$ cat config.mk
export PLATFORM = sky130hd
export DESIGN_NAME = noise_chan
export DESIGN_NICKNAME = d
export VERILOG_FILES = /design/src/rtl/noise_pkg.sv /design/src/rtl/noise_timer.sv /design/src/rtl/noise_lfsr.sv /design/src/rtl/noise_gate.sv /design/src/rtl/noise_chan.sv
export SDC_FILE = /design/constraint.sdc
export NUM_CORES = 1
export LEC_CHECK = 0
export ABC_AREA = 0
export ABC_CLOCK_PERIOD_IN_PS = 4200
export BUFFER_PORTS_ARGS = -buffer_cell sky130_fd_sc_hd__buf_2
export CAP_MARGIN = 10
export CORE_MARGIN = 5
export CORE_UTILIZATION = 45
export CTS_BUF_LIST = sky130_fd_sc_hd__clkbuf_4
export CTS_CLUSTER_DIAMETER = 100
export DETAILED_ROUTE_END_ITERATION = 6
export PLACE_DENSITY = 0.6
export SYNTH_ARGS = -nofsm -noshare
export SYNTH_HDL_FRONTEND = slang
export SYNTH_SLANG_ARGS = --single-unit
$ cat constraint.sdc
create_clock -name clk -period 4.2 [get_ports clk]
set_input_delay 0.42 -clock clk [delete_from_list [all_inputs] [get_ports clk]]
set_output_delay 0.42 -clock clk [all_outputs]
set_load 0.05 [all_outputs]
$ cat src/rtl/noise_pkg.sv
package noise_pkg;
    localparam int LFSR_W = 15;
    localparam int CNT_W  = 12;
    localparam int IDX_W  = 4;

    typedef enum logic [0:0] {
        SEQ_LOAD = 1'b0,
        SEQ_RUN  = 1'b1
    } seq_state_e;

    function automatic logic [CNT_W-1:0] period_lookup(input logic [1:0] reg_sel,
                                                       input logic [IDX_W-1:0] idx);
        logic [CNT_W-1:0] p;
        p = '0;
        unique case (reg_sel)
            2'd1: begin
                unique case (idx)
                    4'd0:  p = 12'd4;    4'd1:  p = 12'd8;
                    4'd2:  p = 12'd14;   4'd3:  p = 12'd30;
                    4'd4:  p = 12'd60;   4'd5:  p = 12'd88;
                    4'd6:  p = 12'd118;  4'd7:  p = 12'd148;
                    4'd8:  p = 12'd188;  4'd9:  p = 12'd236;
                    4'd10: p = 12'd354;  4'd11: p = 12'd472;
                    4'd12: p = 12'd708;  4'd13: p = 12'd944;
                    4'd14: p = 12'd1890; 4'd15: p = 12'd3778;
                    default: p = 12'd4;
                endcase
            end
            2'd2: begin
                unique case (idx)
                    4'd0:  p = 12'd4;    4'd1:  p = 12'd6;
                    4'd2:  p = 12'd10;   4'd3:  p = 12'd20;
                    4'd4:  p = 12'd40;   4'd5:  p = 12'd60;
                    4'd6:  p = 12'd80;   4'd7:  p = 12'd100;
                    4'd8:  p = 12'd126;  4'd9:  p = 12'd158;
                    4'd10: p = 12'd238;  4'd11: p = 12'd318;
                    4'd12: p = 12'd476;  4'd13: p = 12'd636;
                    4'd14: p = 12'd1270; 4'd15: p = 12'd2542;
                    default: p = 12'd4;
                endcase
            end
            default: begin
                unique case (idx)
                    4'd0:  p = 12'd4;    4'd1:  p = 12'd8;
                    4'd2:  p = 12'd16;   4'd3:  p = 12'd32;
                    4'd4:  p = 12'd64;   4'd5:  p = 12'd96;
                    4'd6:  p = 12'd128;  4'd7:  p = 12'd160;
                    4'd8:  p = 12'd202;  4'd9:  p = 12'd254;
                    4'd10: p = 12'd380;  4'd11: p = 12'd508;
                    4'd12: p = 12'd762;  4'd13: p = 12'd1016;
                    4'd14: p = 12'd2034; 4'd15: p = 12'd4068;
                    default: p = 12'd4;
                endcase
            end
        endcase
        return p;
    endfunction
endpackage

$ cat src/rtl/noise_timer.sv
module noise_timer
    import noise_pkg::*;
#(
    parameter int CW = CNT_W,
    parameter int IW = IDX_W
) (
    input  logic          clk,
    input  logic          rst_n,
    input  logic [1:0]    region,
    input  logic [IW-1:0] period_idx,
    output logic          expire,
    output logic [CW-1:0] count
);
    seq_state_e    state_q, state_d;
    logic [CW-1:0] cnt_q, cnt_d;
    logic [CW-1:0] reload;
    logic          fire;

    assign reload = CW'(period_lookup(region, period_idx));

    // next-state process
    always_comb begin
        state_d = state_q;
        unique case (state_q)
            SEQ_LOAD: state_d = SEQ_RUN;   // arm
            SEQ_RUN:  state_d = SEQ_RUN;   // count / expire
            default:  state_d = SEQ_LOAD;
        endcase
    end

    // output / datapath process
    always_comb begin
        fire  = 1'b0;
        cnt_d = cnt_q;
        unique case (state_q)
            SEQ_LOAD: cnt_d = reload;
            SEQ_RUN: begin
                if (cnt_q == CW'(1)) begin
                    fire  = 1'b1;
                    cnt_d = reload;
                end else begin
                    cnt_d = cnt_q - CW'(1);
                end
            end
            default: cnt_d = '0;
        endcase
    end

    always_ff @(posedge clk) begin
        if (!rst_n) begin
            state_q <= SEQ_LOAD;
            cnt_q   <= '0;
        end else begin
            state_q <= state_d;
            cnt_q   <= cnt_d;
        end
    end

    assign expire = fire;
    assign count  = cnt_q;
endmodule

$ cat src/rtl/noise_lfsr.sv
module noise_lfsr
    import noise_pkg::*;
#(
    parameter int W      = LFSR_W,
    parameter int TAP_LO = 1,
    parameter int TAP_HI = 6
) (
    input  logic         clk,
    input  logic         rst_n,
    input  logic         step,
    input  logic         mode_short,
    output logic [W-1:0] value
);
    logic [W-1:0] sr_q;
    logic         tap;

    assign tap = mode_short ? sr_q[TAP_HI] : sr_q[TAP_LO];

    always_ff @(posedge clk) begin
        if (!rst_n) begin
            sr_q <= W'(1);
        end else if (step) begin
            sr_q <= {sr_q[0] ^ tap, sr_q[W-1:1]};
        end
    end

    assign value = sr_q;
endmodule

$ cat src/rtl/noise_gate.sv
module noise_gate #(
    parameter int VW = 4
) (
    input  logic          bit0,
    input  logic          active,
    input  logic [VW-1:0] vol,
    output logic [VW-1:0] sample
);
    always_comb begin
        sample = '0;
        if (!bit0 && active) sample = vol;
    end
endmodule

$ cat src/rtl/noise_chan.sv
module noise_chan
    import noise_pkg::*;
(
    input  logic       clk,
    input  logic       rst_n,
    input  logic       mode_short,
    input  logic [3:0] period_idx,
    input  logic [1:0] region,
    input  logic [3:0] vol,
    input  logic       active,
    output logic       noise_bit,
    output logic [3:0] sample
);
    logic              expire;
    logic [CNT_W-1:0]  count;
    logic [LFSR_W-1:0] lfsr;

    noise_timer #(.CW(CNT_W), .IW(IDX_W)) u_timer (
        .clk(clk), .rst_n(rst_n), .region(region), .period_idx(period_idx),
        .expire(expire), .count(count)
    );

    noise_lfsr #(.W(LFSR_W), .TAP_LO(1), .TAP_HI(6)) u_lfsr (
        .clk(clk), .rst_n(rst_n), .step(expire), .mode_short(mode_short),
        .value(lfsr)
    );

    noise_gate #(.VW(4)) u_gate (
        .bit0(lfsr[0]), .active(active), .vol(vol), .sample(sample)
    );

    assign noise_bit = lfsr[0];
endmodule

# [Yosys cells after proc, flatten, opt, wreduce, memory -nomap -nowiden]
# Memories as Yosys holds them, arrays and structs flattened.
# Index checks and enable logic that the tools add are counted.
[classes] n_bitwise=2 reduce_logical=2 eq_ne=3 muxes=8 addsub=1
[ops] op="case mux 12 bit (2 select lines)" count=2
[ops] op="equality test 12 x 1 -> 1 bit (second input constant)" count=1
[ops] op="2-to-1 mux 12 bit" count=1
[ops] op="subtractor 12 x 1 -> 12 bit (second input constant)" count=1
[ops] op="2-to-1 mux 1 bit" count=4
[ops] op="2-to-1 mux 4 bit" count=1
[ops] op="equality test 2 x 1 -> 1 bit (second input constant)" count=1
[ops] op="equality test 2 bit (second input constant)" count=1
[ops] op="logical AND 1 bit" count=1
[ops] op="zero test 1 bit" count=1
[ops] op="NOT 1 bit" count=1
[ops] op="bitwise XOR 1 bit" count=1
[totals] out_inout_bits=5 elab_cells=22 ff_bits=28 n_memories=3 mem_bits_ro=528
[mem_list] name="(name not given)" words=16 width=11 rd=1 rd_clocked_by_memory_dff=0 wr=0 line="noise_pkg.sv:17" source="unique case (idx)"
[mem_list] name="(name not given)" words=16 width=11 rd=1 rd_clocked_by_memory_dff=0 wr=0 line="noise_pkg.sv:30" source="unique case (idx)"
[mem_list] name="(name not given)" words=16 width=11 rd=1 rd_clocked_by_memory_dff=0 wr=0 line="noise_pkg.sv:43" source="unique case (idx)"

# [Depth between registers and ports, before layout]
# Gate-level depths: netlist (run 1).
[logic_depth] word_depth=4 depth_mapped=8 mapped_depth_nobuf=7

# [Hierarchy]
# Synthesis (run 1) repeated with hierarchy kept, for this count alone.
[unflattened] hier_cells=244 area_unflattened_um2=2016.9
[by_module_without_submodules] mod="noise_timer" cells_per_inst=189 seq_area_each_um2=260.2 area_each_um2=1376.3 instances=1
[by_module_without_submodules] mod="noise_lfsr" cells_per_inst=51 seq_area_each_um2=300.3 area_each_um2=605.6 instances=1
[by_module_without_submodules] mod="noise_gate" cells_per_inst=4 seq_area_each_um2=0.0 area_each_um2=35.0 instances=1

# [Worst setup path before layout (run 1)]
# Ideal clock, no wire load.
[synth_timing] path_type="input -> register" start="in period_idx[1]" end="reg u_timer.cnt_q[4] (netlist: u_timer.count[4])" setup_ns=0.117 t_arrival_ns=1.678 path_stages=6 n_path_buf=0 path_slack_ns=2.404 cell_sequence="inv_1 ha_1 mux4_2 a211oi_1 a31o_1 a21oi_1"
[synth_via] elab_chain_len=4 elab_cells_between_ends=6
[synth_lines] element="start: declaration" line="noise_chan.sv:7" source="input logic [3:0] period_idx,"
[synth_lines] element="memory (16 x 11 bit) (on tied branches)"
[synth_lines] element="case mux 12 bit (2 select lines) (*)" line="noise_pkg.sv:15" source="unique case (reg_sel)"
[synth_lines] element="2-to-1 mux 12 bit" line="noise_timer.sv:38" source="if (cnt_q == CW'(1)) begin"
[synth_lines] element="case mux 12 bit (2 select lines) (*)" line="noise_timer.sv:35" source="unique case (state_q)"
[synth_lines] element="end signal: assignment" line="noise_timer.sv:55" source="cnt_q <= cnt_d;"
[synth_lines] element="end: declaration" line="noise_timer.sv:15" source="logic [CW-1:0] cnt_q, cnt_d;"
# Mark *: on every way between the ends. The rest lies on a longest branch, timed or not.
# A chain may end at the register's enable or synchronous reset.

# [Final worst setup path (run 1)]
[layout_timing] start="reg u_timer.cnt_q[0] (netlist: u_timer.count[0])" end="reg u_timer.cnt_q[7] (netlist: u_timer.count[7])"
[layout_via] elab_chain_len=3 elab_cells_between_ends=4
[layout_lines] element="subtractor 12 x 1 -> 12 bit or equality test 12 x 1 -> 1 bit (tied branches)" line="noise_timer.sv:42, noise_timer.sv:38"
[layout_lines] element="2-to-1 mux 12 bit (*)" line="noise_timer.sv:38"
[layout_lines] element="case mux 12 bit (2 select lines) (*)" line="noise_timer.sv:35"
# Marked as above.

==> impl_metrics.csv, run 1 <==
group,metric,value,unit
critical_path,r2r_cells,6,
synth,synth_area_per_cell,8.16,sq um
flow_run,cap_violations,0,
drt,wl,4160,microns
synth,ys_warn_count,0,
drt,antenna_left,0,
synth,synth_edf_count,0,
critical_path,worstSetupStartpointType,"flop",
clock_tree,cts.clk_slew.worst_paths,0.16,ns
synth,synth_nets,266,
cells_and_area,area.growth.synth_to_final,6.52,%
cells_and_area,nFillCells,442,
drt,routed.top_layer,"met4",
critical_path,crit_type,"flop to flop",
drt,wl_per_cell,14.0,microns
drt,wl_met2,1950,microns
power_and_ir_drop,p_per_area,297,nW/um^2
global_route,antenna_found_initial,0,
clock_tree,clockBufferDepth,2,
global_route,gr-total-overflow,0,
critical_path,cp-end-kind,"flop",
critical_path,r2r_setup_slack,2.16,ns
synth,synth_top_area_share,28.6,%
sta,drv_slew,0,
synth,async_flop_share,0,%
sta,holdWs,0.322,ns
power_and_ir_drop,power,0.000620,W
synth,synthDistinctLibCells,53,
drt,drt-met1-wl,1920,microns
sta,setup_viol,0,
critical_path,reg2reg_from,"u_timer.count[0]",
sta,period_needed,2.04,ns
clock_tree,cts-root-buf,"clkbuf_4",
min_path,whs_path_depth,1,
synth,yosysSeqAreaShare,28.6,%
critical_path,crit_arrival,2.31,ns
global_route,grt_pass1_wl,7270,microns
sta,maxSlewHeadroom,60.8,%
drt,dr_wl_met3,188,microns
clock_tree,insertion_delay,0.33,ns
drt,vias,1671,
synth,synthTopCellsByCount,"28 x dfxtp_1, 24 x nor2_1, 19 x a21oi_1",
sta,rsz0062_at_grt,"false",
power_and_ir_drop,ir_worst_vdd,0.116,mV
floorplan,die_x,76.0,microns
critical_path,cp.required,4.47,ns
critical_path,crit_fanout,9,
floorplan,initial_utilization,45.6,%
floorplan,io_pins,19,
clock_tree,cts.repair.resized,0,
sta,timing.fmax,490,MHz
clock_tree,cts_tree,"done",
placed_design,portBuffers,18,
drt,drc,0,
clock_tree,postCtsSetupRepairBufs,0,
sta,worst_pin_slew,0.586,ns
synth,synth_area,1960,sq um
floorplan,fp.dieH,76.0,microns
cells_and_area,antenna_cells,0,
power_and_ir_drop,p_leak,0.925,nW
synth,ys.flop_type,"dfxtp_1",
min_path,min_path_type,"input pin to flop",
critical_path,worstReg2RegEnd,"u_timer.count[7]",
drt,firstDrtPassIters,4,
clock_tree,cts_buffers,3,
clock_tree,cts_num_sinks,28,
synth,synth_top_area_cell,"dfxtp_1",
cells_and_area,layout-drive-gt1-share,12.6,%
global_route,grt_pass1_vias,1613,
sta,final.period_utilization,48.6,%
drt,via_per_inst,5.61,
min_path,hold_start,"rst_n",
floorplan,dieArea,5770,sq um
global_route,grt_max_degree,31,
clock_tree,holdBufCountCts,0,
placed_design,dp_hpwl,3170,microns
drt,drt_iter0_drc,85,
placed_design,gp_congestion,0.881,
placed_design,dp_slack,2.04,ns
sta,finalHoldViolCount,0,
sta,finClkSkew,0.0131,ns
clock_tree,cts_max_level,1,
cells_and_area,layout.nets,273,
global_route,grt_usage,14.8,%
sta,tns,0,ns
outcome,status,"complete, no violations",
synth,synth_cells,240,
min_path,min_to,"u_timer.state_q",
synth,yosysMostFrequentCell,"dfxtp_1",
synth,ys_ff_latch,28,
synth,synth_area_leaders,"dfxtp_1 29%, ha_1 7.7%, mux2i_1 7.7%",
floorplan,design.core.area,4290,sq um
floorplan,rows,24,
sta,setup_ws,2.16,ns
==> registers in the layout, indices dropped and copies added, names as in the netlist <==
register and count:
u_timer.state_q 1, u_timer.count 12, u_lfsr.value 15
==> cell type report <==
| cell class | instances | area, sq um | area share (%) |
|---|---|---|---|
| Inverter | 13 | 48.8 | 2.34 |
| Tap cell | 52 | 65.1 | 3.12 |
| Clock buffer | 3 | 22.5 | 1.08 |
| Clock inverter | 1 | 30.0 | 1.44 |
| Sequential cell | 28 | 561 | 26.9 |
| Multi-Input combinational cell | 183 | 1270 | 60.8 |
| Timing Repair Buffer | 18 | 90.1 | 4.32 |
==> report_power, final <==
part	internal, W	total (W)	leakage, nW	switching [W]
combinational	0.0000621	0.000154	0.668	0.0000916
sequential	0.000279	0.000291	0.229	0.0000124
clock	0.0000965	0.000175	0.0279	0.0000785
==> worst max-delay path by stage <==
stage / slack, ns / startpoint / cells past startpoint / to
2_1_floorplan: 2.40 / period_idx[1] / 6 / u_timer.count[4]
3_3_place_gp: 2.08 / period_idx[1] / 7 / u_timer.count[4]
3_5_place_dp: 2.04 / period_idx[1] / 7 / u_timer.count[4]
4_1_cts: 2.14 / u_timer.count[0] / 6 / u_timer.count[7]
5_1_grt: 1.97 / u_timer.count[0] / 6 / u_timer.count[4]
6_report: 2.16 / u_timer.count[0] / 6 / u_timer.count[7]
==> stage by stage <==
step,util [%],instances,instance area (sq um)
after floorplan,-,240,1960
after global placement,47.3,294,2030
after detailed placement,47.3,294,2030
after CTS,48.6,298,2090
after global routing,48.6,298,2090
final,48.6,298,2090
==> cell families after synthesis <==
kind of cell / Yosys count / synth area share [%]
multiplexers: 16 / 8.82
XOR/XNOR: 10 / 4.47
adder cells (fa/ha/maj): 12 / 7.67
AND/OR/NAND/NOR: 75 / 20.2
flip-flops: 28 / 28.6
AO/OA/AOI/OAI: 70 / 23.6
buffers and inverters: 29 / 6.58
==> worst max-delay path: stages, from the launching register on <==
cell,delay (ns)
dfxtp_1,0.41
ha_1,0.17
or4b_1,0.49
nor3_4,0.26
nand2b_1,0.39
o21ai_1,0.13
a31oi_1,0.14
==> per-layer routing <==
metal	GRT usage (%)	up-vias
li1	-	869
met5	0	-
met1	17.9	754
met4	6.41	0
met2	24.7	40
met3	3.55	8
==> placed cells by master (no fill, tap or decap), types with 3 or more instances in the layout <==
cell type and instances:
mux2i_1 15, nand2_1 15, ha_1 12, nor2b_1 3, nand3_1 4, nand2b_1 6, clkbuf_4 3, and2_1 5
o21ai_1 8, or3_1 3, a211oi_1 3, o211ai_1 4, o2111ai_1 3, o21ai_0 11, xor2_1 7, dfxtp_1 28
nor2_1 24, nor3_1 5, a21oi_1 19, inv_1 11, xnor2_1 3, buf_2 18
Note: power is estimated with default switching activity, not from simulation.
==> run 2: changes to the inputs <==
--- a/config.mk
+++ b/config.mk
@@ -6,7 +6,7 @@
 export NUM_CORES = 1
 export LEC_CHECK = 0
 export ABC_AREA = 0
-export ABC_CLOCK_PERIOD_IN_PS = 4200
+export ABC_CLOCK_PERIOD_IN_PS = 2100
 export BUFFER_PORTS_ARGS = -buffer_cell sky130_fd_sc_hd__buf_2
 export CAP_MARGIN = 10
 export CORE_MARGIN = 5
==> constraint.sdc (replaced) <==
create_clock -name clk -period 2.1 [get_ports clk]
set_input_delay 0.21 -clock clk [delete_from_list [all_inputs] [get_ports clk]]
set_output_delay 0.21 -clock clk [all_outputs]
set_load 0.05 [all_outputs]
==> impl_metrics.csv, run 2 (same netlist as run 1, synthesis figures left out) <==
group,metric,value,unit
sta,finClkSkew,0.00399,ns
drt,antenna_left,0,
critical_path,worstSetupStartpointType,"flop",
global_route,gr-total-overflow,0,
critical_path,crit_type,"flop to flop",
power_and_ir_drop,ir_worst_vdd,0.216,mV
cells_and_area,area.growth.synth_to_final,8.82,%
critical_path,cp.required,2.30,ns
sta,period_needed,1.92,ns
clock_tree,clockBufferDepth,2,
placed_design,dp_hpwl,3230,microns
cells_and_area,layout_common_cells,"28 x dfxtp_1, 24 x nor2_1, 19 x a21oi_1",
flow_run,cap_violations,0,
cells_and_area,multiInputGateArea,1270,sq um
critical_path,crit_arrival,2.12,ns
floorplan,dieArea,5770,sq um
cells_and_area,layout-drive-gt1-share,14.7,%
drt,vias,1719,
drt,wl,4270,microns
drt,drt_iter0_drc,88,
power_and_ir_drop,swShare,29.2,%
clock_tree,cts_buffers,3,
cells_and_area,antenna_cells,0,
floorplan,io_pins,19,
outcome,status,"complete, no violations",
floorplan,initial_utilization,45.6,%
power_and_ir_drop,clockPowerShare,27.7,%
min_path,whs_path_depth,1,
power_and_ir_drop,p_per_area,586,nW/um^2
global_route,antenna_found_initial,0,
clock_tree,cts-root-buf,"clkbuf_4",
critical_path,crit_fanout,14,
power_and_ir_drop,p_leak,0.955,nW
sta,final.period_utilization,91.2,%
clock_tree,postCtsSetupRepairBufs,0,
cells_and_area,nFillCells,447,
cells_and_area,layout.nets,279,
global_route,grt_pass1_wl,7570,microns
sta,finalHoldViolCount,0,
power_and_ir_drop,pwr-share-seq,46.7,%
sta,setup_viol,0,
clock_tree,holdBufCountCts,0,
power_and_ir_drop,p_comb_share,25.6,%
sta,tns,0,ns
power_and_ir_drop,power,0.00125,W
cells_and_area,final_common_cell,"dfxtp_1",
placed_design,gp_congestion,0.867,
clock_tree,cts_tree,"done",
critical_path,cp-end-kind,"flop",
clock_tree,cts.clk_slew.worst_paths,0.14,ns
clock_tree,cts_max_level,1,
sta,rsz0062_at_grt,"false",
floorplan,design.core.area,4290,sq um
sta,drv_slew,0,
clock_tree,insertion_delay,0.32,ns
clock_tree,cts.repair.resized,0,
cells_and_area,largest_register_ffs,15,
global_route,grt_pass1_vias,1606,
clock_tree,cts_num_sinks,28,
sta,timing.fmax,522,MHz
placed_design,portBuffers,18,
drt,wl_per_cell,14.0,microns
floorplan,die_x,76.0,microns
sta,holdWs,0.115,ns
drt,firstDrtPassIters,4,
drt,via_per_inst,5.65,
power_and_ir_drop,p_int,0.000884,W
sta,worst_pin_slew,0.620,ns
min_path,min_path_type,"input pin to flop",
drt,drc,0,
global_route,grt_max_degree,30,
sta,maxSlewHeadroom,58.5,%
global_route,grt_usage,15.3,%
power_and_ir_drop,switchingPower,0.000365,W
floorplan,rows,24,
floorplan,fp.dieH,76.0,microns
critical_path,r2r_cells,6,
cells_and_area,final-seq-area,561,sq um
==> run 2: changes by cell type in the layout (fill, tap and decap cells not counted) <==
cell and delta:
buf_4 +6
==> run 2: power by group through the flow <==
stage	Clock, W	Combinational, W	Sequential, W
detailed placement	0	0.000317	0.000595
floorplan	0	0.000246	0.000590
CTS	0.000356	0.000320	0.000583
global route	0.000383	0.000362	0.000587
finish	0.000346	0.000320	0.000583
global placement	0	0.000321	0.000595
==> run 2: critical path: stages (launching register included) <==
cell	delay [ns]
dfxtp_1	0.42
ha_1	0.15
or4b_1	0.48
nor3_4	0.17
nor2b_2	0.16
a211oi_1	0.32
a211oi_2	0.07
==> run 2: final timing paths <==
kind	startpoint	to	slack, ns
setup reg to reg	u_timer.count[0]	u_timer.count[6]	0.18
hold / removal	rst_n	u_timer.state_q	0.12
hold reg to reg	u_lfsr.value[5]	u_lfsr.value[5]	0.48
setup / recovery	u_timer.count[0]	u_timer.count[6]	0.18
==> run 2: layer usage <==
metal / global-route usage [%] / part of all wire, % / vias to the layer above
met2: 27.1 / 50 / 51
met1: 19.5 / 45 / 785
met3: 1.78 / 4.5 / 4
li1: - / - / 879
met4: 3.74 / 0.82 / 0
met5: 0 / 0 / -
==> run 2: metrics by stage <==
step                      util [%]  worst slack (ns)  instances  instance area (sq um)
after global placement        48.4             0.133        300                   2080
after global routing          49.6            0.0608        304                   2130
after CTS                     49.6             0.175        304                   2130
after floorplan                  -             0.312        240                   1960
final                         49.6             0.185        304                   2130
after detailed placement      48.4            0.0761        300                   2080
==> run 2: area by class of cell <==
type                    count  share of cell area, %
multi-input cells         183                   59.5
flip-flops and latches     28                   26.3
repair buffers             24                   6.34
well taps                  52                   3.05
inverters                  13                   2.29
clock inverters             1                   1.41
clock buffers               3                   1.06
==> run 3: changes to the inputs <==
--- a/config.mk
+++ b/config.mk
@@ -17,4 +17,5 @@
 export PLACE_DENSITY = 0.6
 export SYNTH_ARGS = -nofsm -noshare
 export SYNTH_HDL_FRONTEND = slang
+export SYNTH_HIERARCHICAL = 1
 export SYNTH_SLANG_ARGS = --single-unit
==> impl_metrics.csv, run 3 <==
group,metric,value,unit
outcome,status,"complete, no violations",
critical_path,crit_fanout,17,
drt,vias,1760,
global_route,grt_pass1_wl,7530,microns
floorplan,rows,24,
global_route,met1_usage,19.8,%
power_and_ir_drop,ir_worst_vdd,0.323,mV
synth,synth_area,2020,sq um
drt,antenna_left,0,
cells_and_area,antenna_cells,0,
min_path,whs_path_depth,2,
global_route,grt_pass1_vias,1600,
clock_tree,cts-root-buf,"clkbuf_4",
critical_path,cp.required,2.35,ns
critical_path,crit_arrival,1.98,ns
cells_and_area,final_common_cell,"dfxtp_1",
global_route,use_met2,25.2,%
floorplan,fp.dieH,77.0,microns
synth,synth_nets,270,
min_path,min_to,"u_timer/state_q",
placed_design,portBuffers,18,
global_route,top_usage_layer,"met2",
power_and_ir_drop,pwr-share-seq,45.9,%
global_route,grt_usage,15.3,%
drt,wl_per_cell,14.7,microns
synth,yosysMostFrequentCell,"dfxtp_1",
global_route,met3_usage,2.22,%
clock_tree,cts.repair.resized,0,
cells_and_area,area.growth.synth_to_final,8.44,%
critical_path,reg2reg_from,"u_timer/count[8]",
sta,timing.fmax,577,MHz
floorplan,dieArea,5920,sq um
sta,finClkSkew,0.00147,ns
critical_path,worstReg2RegEnd,"u_lfsr/value[7]",
power_and_ir_drop,clockPowerShare,27.5,%
synth,synthDistinctLibCells,48,
cells_and_area,layout_common_cells,"28 x dfxtp_1, 19 x nand2_1, 18 x buf_2",
floorplan,io_pins,19,
power_and_ir_drop,power,0.00129,W
cells_and_area,largest_register_ffs,15,
floorplan,design.core.area,4350,sq um
sta,rsz0062_at_grt,"false",
synth,synth_top_area_cell,"dfxtp_1",
sta,final.period_utilization,82.5,%
synth,synth_edf_count,0,
clock_tree,clockBufferDepth,2,
synth,synth_area_leaders,"dfxtp_1 28%, mux2i_1 7.9%, ha_1 7.4%",
power_and_ir_drop,p_leak,0.894,nW
cells_and_area,layout.nets,284,
clock_tree,cts_buffers,3,
sta,holdWs,0.239,ns
clock_tree,postCtsSetupRepairBufs,0,
clock_tree,cts_tree,"done",
flow_run,cap_violations,0,
sta,tns,0,ns
drt,firstDrtPassIters,4,
clock_tree,cts.clk_slew.worst_paths,0.15,ns
clock_tree,insertion_delay,0.33,ns
synth,async_flop_share,0,%
min_path,hold_start,"rst_n",
power_and_ir_drop,p_per_area,590,nW/um^2
global_route,antenna_found_initial,0,
cells_and_area,fin_cells,309,
critical_path,cp-end-kind,"flop",
drt,via_per_inst,5.70,
global_route,gr-total-overflow,0,
floorplan,die_x,77.0,microns
synth,ys.flop_type,"dfxtp_1",
synth,synthTopCellsByCount,"28 x dfxtp_1, 19 x nand2_1, 17 x nor2b_1, 17 x o21ai_0, 16 x mux2i_1",
clock_tree,cts_num_sinks,28,
sta,worst_pin_slew,0.526,ns
synth,yosysSeqAreaShare,27.8,%
power_and_ir_drop,p_comb_share,26.6,%
power_and_ir_drop,switchingPower,0.000389,W
sta,setup_viol,0,
placed_design,place_inst,305,
clock_tree,holdBufCountCts,0,
sta,maxSlewHeadroom,64.9,%
drt,wl,4550,microns
synth,synth_top_area_share,27.8,%
floorplan,initial_utilization,46.3,%
synth,ys_warn_count,6,
critical_path,r2r_cells,6,
drt,drt_iter0_drc,89,
clock_tree,cts_max_level,1,
min_path,min_path_type,"input pin to flop",
critical_path,crit_type,"flop to flop",
synth,ys_ff_latch,28,
cells_and_area,postLayoutCoreUtil,50.2,%
cells_and_area,layout-drive-gt1-share,12.5,%
cells_and_area,nFillCells,433,
drt,drc,0,
placed_design,dp_hpwl,3260,microns
power_and_ir_drop,swShare,30.2,%
global_route,grt_max_degree,35,
synth,synth_area_per_cell,8.27,sq um
sta,finalHoldViolCount,0,
placed_design,gp_congestion,0.919,
synth,synth_cells,244,
critical_path,worstSetupStartpointType,"flop",
critical_path,r2r_setup_slack,0.37,ns
sta,period_needed,1.73,ns
power_and_ir_drop,p_int,0.000902,W
sta,drv_slew,0,
-- run 3: changes by cell type after synthesis, moves of 5 or more --
cell      delta
nor2b_1     +14
nor2_1      -11
o21ai_1      -8
a21oi_1      -7
clkbuf_1     -7
o21ai_0      +6
and2_1       -5
buf_2        +5
-- run 3: stage by stage --
stage	setup slack, ns	area, sq um
2_1_floorplan	0.471	2020
3_3_place_gp	0.325	2130
3_5_place_dp	0.279	2130
4_1_cts	0.368	2190
5_1_grt	0.192	2190
6_report	0.368	2190
-- run 3: kinds of logic after synthesis --
logic type	share of synthesized area (%)
compound gates	22.3
xor+xnor	4.34
fa+ha+maj	7.44
buf+inv	7.32
flops	27.8
mux	7.94
simple gates	22.8
-- run 3: worst max path at each step --
stage / start / to / slack (ns) / cells after the start
2_1_floorplan: u_timer/count[5] / u_lfsr/value[0] / 0.47 / 7
3_3_place_gp: period_idx[0] / u_timer/count[2] / 0.32 / 8
3_5_place_dp: period_idx[0] / u_timer/count[5] / 0.28 / 8
4_1_cts: u_timer/count[8] / u_lfsr/value[0] / 0.37 / 6
5_1_grt: u_timer/count[8] / u_lfsr/value[4] / 0.19 / 6
6_report: u_timer/count[8] / u_lfsr/value[7] / 0.37 / 6
-- run 3: area by class of cell --
class                   instances  area (sq um)  area share, %
flip-flops and latches         28           561           25.6
clock buffers                   3          22.5           1.03
repair buffers                 24           148           6.75
clock inverters                 1          30.0           1.37
well taps                      52          65.1           2.97
inverters                      14          52.6           2.40
multi-input cells             187          1310           59.8
-- run 3: per-layer routing --
layer | vias up | routed length (microns) | share of wire [%]
met4 | 0 | 99 | 2.2
li1 | 902 | - | -
met3 | 11 | 168 | 3.7
met5 | - | 0 | 0
met2 | 47 | 2190 | 48
met1 | 800 | 2080 | 46
-- run 3: power groups by stage --
stage	clock network, W	registers, W	logic, W
global route	0.000394	0.000598	0.000378
floorplan	0	0.000598	0.000254
CTS	0.000370	0.000593	0.000340
global placement	0	0.000604	0.000340
detailed placement	0	0.000604	0.000337
finish	0.000355	0.000593	0.000343
-- run 3: critical path, stage by stage (launching register included) --
cell and delay, ns:
dfxtp_1 0.38, nor4_1 0.41, nand4b_1 0.20, nor2_1 0.21, buf_12 0.19, mux2i_1 0.20
nor2b_1 0.06
